`src/rtl/nw_write_sched.sv`:
```
`timescale 1ns/1ps
module nw_write_sched #(
  parameter int DW     = 16,
  parameter int AW     = 15,
  parameter int T_RC   = 5,
  parameter int T_RBD  = 2,
  parameter int MAX_WL = 3
) (
  input  logic            clk,
  input  logic            rst_n,
  input  logic            cas_lat4,
  input  logic            req_valid,
  output logic            req_ready,
  input  logic [1:0]      req_bank,
  input  logic [AW-1:0]   req_upper,
  input  logic [AW-1:0]   req_lower,
  input  logic            req_long,
  input  logic [4*DW-1:0] req_data,
  output logic [1:0]      cmd,
  output logic [1:0]      bank_out,
  output logic [AW-1:0]   addr_out,
  output logic [2*DW-1:0] dq_pair,
  output logic            dq_oe,
  output logic [1:0]      dqs_half,
  output logic            dqs_oe
);
  localparam logic [1:0] CMD_NOP  = 2'b00;
  localparam logic [1:0] CMD_OPEN = 2'b01;
  localparam logic [1:0] CMD_LAT  = 2'b10;
  localparam int CW    = $clog2(T_RC + 1);
  localparam int DEPTH = MAX_WL + 3;

  logic [CW-1:0]   bank_cnt [4];
  logic [CW-1:0]   gap_cnt;
  logic            lat_pend;
  logic [AW-1:0]   lat_addr;
  logic            dl_v [DEPTH];
  logic            dl_l [DEPTH];
  logic [4*DW-1:0] dl_d [DEPTH];
  logic [2:0]      wl;
  logic            take;

  assign req_ready = (gap_cnt == '0) && (bank_cnt[req_bank] == '0) && !lat_pend;
  assign take      = req_valid && req_ready;
  assign wl        = cas_lat4 ? 3'd3 : 3'd2;

  for (genvar b = 0; b < 4; b++) begin : g_bank
    always_ff @(posedge clk) begin
      if (!rst_n)                          bank_cnt[b] <= '0;
      else if (take && req_bank == 2'(b))  bank_cnt[b] <= CW'(T_RC - 1);
      else if (bank_cnt[b] != '0)          bank_cnt[b] <= bank_cnt[b] - 1'b1;
    end
  end

  always_ff @(posedge clk) begin
    if (!rst_n)              gap_cnt <= '0;
    else if (take)           gap_cnt <= CW'(T_RBD - 1);
    else if (gap_cnt != '0)  gap_cnt <= gap_cnt - 1'b1;
  end

  always_ff @(posedge clk) begin
    if (!rst_n) begin
      cmd      <= CMD_NOP;
      bank_out <= '0;
      addr_out <= '0;
      lat_pend <= 1'b0;
      lat_addr <= '0;
    end else if (take) begin
      cmd      <= CMD_OPEN;
      bank_out <= req_bank;
      addr_out <= req_upper;
      lat_pend <= 1'b1;
      lat_addr <= req_lower;
    end else if (lat_pend) begin
      cmd      <= CMD_LAT;
      bank_out <= '0;
      addr_out <= lat_addr;
      lat_pend <= 1'b0;
    end else begin
      cmd      <= CMD_NOP;
      bank_out <= '0;
      addr_out <= '0;
    end
  end

  always_ff @(posedge clk) begin
    if (!rst_n) begin
      for (int i = 0; i < DEPTH; i++) begin
        dl_v[i] <= 1'b0;
        dl_l[i] <= 1'b0;
        dl_d[i] <= '0;
      end
    end else begin
      dl_v[0] <= take;
      dl_l[0] <= req_long;
      dl_d[0] <= req_data;
      for (int i = 1; i < DEPTH; i++) begin
        dl_v[i] <= dl_v[i-1];
        dl_l[i] <= dl_l[i-1];
        dl_d[i] <= dl_d[i-1];
      end
    end
  end

  always_comb begin
    dq_pair  = '0;
    dq_oe    = 1'b0;
    dqs_half = 2'b00;
    dqs_oe   = 1'b0;
    if (dl_v[wl + 3'd1]) begin
      dq_pair  = dl_d[wl + 3'd1][2*DW-1:0];
      dq_oe    = 1'b1;
      dqs_oe   = 1'b1;
      dqs_half = 2'b01;
    end else if (dl_v[wl + 3'd2] && dl_l[wl + 3'd2]) begin
      dq_pair  = dl_d[wl + 3'd2][4*DW-1:2*DW];
      dq_oe    = 1'b1;
      dqs_oe   = 1'b1;
      dqs_half = 2'b01;
    end else if (dl_v[wl]) begin
      dqs_oe   = 1'b1;
    end
  end

  logic [CW-1:0] age [4];
  for (genvar b = 0; b < 4; b++) begin : g_age
    always_ff @(posedge clk) begin
      if (!rst_n)                                      age[b] <= CW'(T_RC);
      else if (cmd == CMD_OPEN && bank_out == 2'(b))   age[b] <= CW'(1);
      else if (age[b] < CW'(T_RC))                     age[b] <= age[b] + 1'b1;
    end
  end


  open_then_latch_chk: assert property (@(posedge clk) disable iff (!rst_n)
    cmd == CMD_OPEN |=> cmd == CMD_LAT);

  take_issues_open_chk: assert property (@(posedge clk) disable iff (!rst_n)
    take |=> (cmd == CMD_OPEN && bank_out == $past(req_bank) && addr_out == $past(req_upper)));

  bank_gap_chk: assert property (@(posedge clk) disable iff (!rst_n)
    cmd == CMD_OPEN |=> cmd != CMD_OPEN);

  same_bank_rc_chk: assert property (@(posedge clk) disable iff (!rst_n)
    cmd == CMD_OPEN |-> age[bank_out] >= CW'(T_RC));

  strobe_with_data_chk: assert property (@(posedge clk) disable iff (!rst_n)
    dq_oe |-> (dqs_oe && dqs_half == 2'b01));

  preamble_before_data_chk: assert property (@(posedge clk) disable iff (!rst_n)
    $rose(dq_oe) |-> $past(dqs_oe));
endmodule

```
`config.mk`:
```
export PLATFORM = sky130hd
export DESIGN_NAME = nw_write_sched
export DESIGN_NICKNAME = d
export VERILOG_FILES = /design/src/rtl/nw_write_sched.sv
export SDC_FILE = /design/constraint.sdc
export NUM_CORES = 1
export LEC_CHECK = 0
export BUFFER_PORTS_ARGS = -buffer_cell sky130_fd_sc_hd__buf_2
export CAP_MARGIN = 5
export CORE_MARGIN = 5
export CORE_UTILIZATION = 35
export CTS_BUF_LIST = sky130_fd_sc_hd__clkbuf_4 sky130_fd_sc_hd__clkbuf_8
export DETAILED_ROUTE_END_ITERATION = 6
export GPL_ROUTABILITY_DRIVEN = 0
export HOLD_SLACK_MARGIN = 0.03
export SLEW_MARGIN = 15
export SYNTH_ARGS = -nofsm -noshare
export SYNTH_HDL_FRONTEND = slang
export SYNTH_SLANG_ARGS = --single-unit
```
`constraint.sdc`:
```
create_clock -name clk -period 2.37 [get_ports clk]
set_input_delay 0.237 -clock clk [delete_from_list [all_inputs] [get_ports clk]]
set_output_delay 0.237 -clock clk [all_outputs]
set_load 0.02 [all_outputs]
```
-- Word level (Yosys, flattened, before mapping)
Memory sizes are Yosys's and may differ from the RTL's.
Cells that the tools add are included.
- memories: 4
- RAM bits: 408
- register bits after elaboration: 38
- input bits: 101
- output and inout port bits: 56
- logic and storage cells: 142
- eq/ne operators: 3
- reduce and logical (&&, ||, !) cells: 20
- bitwise gates (word level): 27
- add/subtract/negate cells: 7
- muxes and demuxes: 73
- memory list (name ; words ; bits a word ; read ports ; clocked after memory_dff ; wr ports ; line ; RTL):
    dl_d ; 6 ; 64 ; 7 ; 0 ; 6 ; 39 ; logic [4*DW-1:0] dl_d [DEPTH];
    bank_cnt ; 4 ; 3 ; 5 ; 0 ; 4 ; 33 ; logic [CW-1:0] bank_cnt [4];
    dl_l ; 6 ; 1 ; 6 ; 0 ; 6 ; 38 ; logic dl_l [DEPTH];
    dl_v ; 6 ; 1 ; 8 ; 0 ; 6 ; 37 ; logic dl_v [DEPTH];
- operator list (kind ; number):
    64-bit two-way mux ; 6
    32-bit two-way mux ; 2
    1-bit two-way mux ; 54
    15-bit two-way mux ; 2
    1-bit OR ; 26
    3-bit two-way mux ; 8
    3-bit nonzero test ; 5
    3-bit by 1-bit subtractor with 3-bit output, second input constant ; 5
    1-bit logical AND ; 8
    3-bit zero test ; 2
    2-bit equality test, second input constant ; 2
    2-bit by 1-bit adder with 3-bit output, second input constant ; 1
    2-bit by 2-bit adder with 3-bit output, second input constant ; 1
    2-bit by 1-bit equality test with 1-bit output, second input constant ; 1
    2-bit zero test ; 1
    2-bit two-way mux ; 1
    2-bit AND reduction ; 1
    2-bit nonzero test ; 1
    2-bit OR reduction ; 1
    1-bit zero test ; 1
    1-bit NOT ; 1

-- Depth between registers and ports, before layout
An unclocked memory read counts as a cell.
- depth after elaboration: 11
- mapped depth: 7
- mapped depth without buffers: 6

-- Worst setup path before layout
OpenSTA, ideal clock, no wires.
- kind: reg-to-reg
- start point: register gap_cnt[0]
- end point: memory bank_cnt[0][0] (netlist name), enable pin
- required time: 1.993 ns
- arrival time: 1.602 ns
- period minus slack after synthesis: 1.979 ns
- path slack: 0.391 ns
- setup time: 0.377 ns
- buffers on the path: 0
- stages on the path, launching flop included: 6
- path through: dfxtp_1 > inv_1 > ha_1 > nor3b_1 > o211ai_4 > o311ai_0
- RTL lines (item ; line ; RTL):
    from (decl) ; 34 ; logic [CW-1:0] gap_cnt;
    from (signal assigned) ; 57 ; else if (take) gap_cnt <= CW'(T_RBD - 1);
    from (signal assigned) ; 58 ; else if (gap_cnt != '0) gap_cnt <= gap_cnt - 1'b1;
    to (decl) ; 33 ;

==> flow_summary.yaml <==
setup_path:
  crit_start: "dl_v[5]$_DFF_P_"
  end_kind: "output pin"
  critPathMaxStageDelay_ns: 0.31
  r2r_cells: 8
  start_kind: "flip-flop"
  r2r-start: "gap_cnt[0]$_SDFFE_PN0P_"
  cp_data_arrival_time_ns: 2.06
  r2r-end: "lat_addr[9]$_SDFFE_PN0P_"
  crit_family: "buffers and inverters"
  crit_chain: "and3_4 -> buf_4 -> bufbuf_16 -> o22ai_1 -> o22ai_1 -> buf_2"
  required_ns: 2.13
  crit_buf_inv: 3
  crit_top_cell: "o22ai_1"
  crit_slowest_cell: "dfxtp_2"
  crit_type: "flip-flop to output pin"
  cp_max_fo: 15
  ff2ff_setup_slack_ns: 0.15
yosys:
  synth_cell_types: 37
  synth_top_cell_area_share_pct: 62.9
  syn_nets: 1213
  synth_seq_cells: 413
  yosysMostFrequentCell: "dfxtp_1"
  synth_top_area_cell: "dfxtp_1"
  mappedNetlistArea_sq_um: 12800
  synth_area_leaders: "dfxtp_1, and2_1, mux2i_1"
  synth-main-ff-cell: "dfxtp_1"
  ys_seq_area_share_pct: 65.7
  synth_edf_count: 12
  synth.avg_cell_area_sq_um: 11.6
  yosys_warnings: 0
  synthTopCellsByCount: "dfxtp_1, and2_1, o22ai_1, clkbuf_1, mux2i_1"
  netlist_instances: 1102
  synthArstFlopShare_pct: 0
floorplanning:
  row_count: 70
  pin_count: 157
  fp.dieH_um: 201
  initial_utilization_pct: 35.2
  die_w_um: 201
  dieArea_sq_um: 40400
  coreArea_sq_um: 36300
grt:
  grt_max_degree: 140
  gr-total-overflow: 0
  grt_pass1_vias: 8434
  gr-usage-all-layers_pct: 13.2
  grt_first_pass_wirelength_um: 43400
  antenna_found_initial: 0
job:
  maxCapViolCount: 0
sta:
  worst_slew_pin_slew_ns: 0.724
  fin_skew_ns: 0.0233
  finalCritPeriodShare_pct: 97.1
  setup_viol: 0
  drv_slew: 0
  max_freq_mhz: 434
  rsz0062_at_grt: "yes"
  maxSlewHeadroom_pct: 51.1
  fin_ws_ns: 0.0682
  hold_viol_final: 0
  min_period_ns: 2.30
  holdWs_ns: 0.172
min_path:
  min_to: "dl_v[0]$_DFF_P_"
  hold_depth: 4
  holdCritPathClass: "input pin to flip-flop"
  worstHoldStart: "req_valid"
final_layout:
  drive_gt1_share_pct: 21.8
  fin_area_sq_um: 16800
  syn2layout_area_growth_pct: 31.5
  stdcell_count: 1908
  antennaDiodeCount: 0
  nets: 1505
route:
  viasPerCell: 4.31
  drc: 0
  vias: 8227
  final_antenna_net_count: 0
  wl_per_cell_um: 14.1
  drtIter0Drc: 386
  totalWireLength_um: 26900
  dr.pass1.iters: 7
pwr:
  finalPower_mw: 15.4
  leakagePower_nw: 7.16
  p_per_area_nw_per_um2: 917
  ir_drop_uv: 505
placed_design:
  dp_slack_ns: 0.159
  numPortBuffers: 155
  place_area_sq_um: 13900
  dp.final_hpwl_um: 16400
  dp.cells: 1658
cts:
  htreeDepth: 3
  clockBufferDepth: 3
  clkLatencyLatePin_ns: 0.59
  cts_buffers: 69
  cts_root_buffer: "clkbuf_8"
  clk_pin_slew_ns: 0.06
  tritoncts: "built"
  cts_sinks: 413
outcome:
  status: "finished, final reports clean"
registers in the layout, summed over array words and instances, names as in the netlist, 3 cells and up:
name / flops
bank_cnt: 12
dl_l: 6
addr_out: 15
gap_cnt: 3
lat_addr: 15
dl_v: 6
dl_d: 352
timing repair:
item,in CTS,in global routing
gates resized for setup,11,7
endpoints found under the setup margin,34,24
endpoints found under the hold margin,98,0
hold buffers,115,0
cloned,2,1
buffers inserted,4,11
pin swaps,1,5
how the worst max path moves through the flow:
stage                                         to  slack (ns)  depth (start not counted)
finish                                dq_pair[1]        0.07                          6
global route                         dq_pair[13]       -0.04                          5
global placement    bank_cnt[0][1]$_SDFFCE_PN0P_        0.30                          5
detailed placement      bank_cnt[0][2]$_DFFE_PP_        0.16                          5
floorplan           bank_cnt[0][0]$_SDFFCE_PN0P_        0.39                          5
CTS                                       dqs_oe        0.02                          6
cell type report:
type	count	area [sq um]
fill	3382	19500
sequential	413	8390
multi-input combinational	599	4060
timing repair buffer	296	2250
clock buffer	109	1360
tap	468	586
clock inverter	8	75.1
inverter	15	56.3
routing by layer:
metal  up-vias  GRT usage, %  part of all wire [%]
li1       4155             -                     -
met1      3806          17.0                    46
met2       216          20.7                    45
met3        50          4.10                   6.9
met4         0          5.41                   2.3
met5         -             0                     0
power breakdown:
group | switching [mW] | internal, mW
Clock | 2.68 | 3.65
Combinational | 0.744 | 0.779
Sequential | 0.146 | 7.38
metrics by stage:
step	utilization, %	TNS (ns)
detailed placement	38.4	0
finish	46.3	0
global route	46.3	-0.236
global placement	38.4	0
CTS	45.8	0
floorplan	-	0
logic make-up (layout without fill, tap and decap cells):
group                    Yosys count  count (layout)  synth area share [%]
AO/OA/AOI/OAI                     92              93                  5.32
AND/OR/NAND/NOR                  445             445                  20.9
multiplexers                      49              49                  3.84
buffers and inverters             91             428                  3.12
other                              1               1                0.0294
flip-flops                       413             413                  65.7
XOR/XNOR                           1               1                0.0687
adder cells (fa/ha/maj)           10              10                 0.981
worst reg2reg max path, cell delays in order, from the launching register on:
cell,delay (ns)
dfxtp_1,0.29
inv_1,0.11
ha_1,0.20
nor3b_4,0.24
o211ai_4,0.14
nor2_4,0.21
buf_12,0.18
mux2i_1,0.21
dlygate4sd3_1,0.58
cell usage in the layout (no fill, tap or decap), types with 11 or more instances in the layout:
master         netlist  routed
a32o_1              15      15
and2_1             366     366
buf_2               12     154
buf_4                3      18
clkbuf_4             0      22
clkbuf_8             0      87
dfxtp_1            401     399
dlygate4sd3_1        0     115
edfxtp_1            12      12
inv_1               15      15
mux2i_1             49      48
nand2_1             36      36
nor3_1              12      11
o22ai_1             58      57
Note: power is estimated with default switching activity, not from simulation.
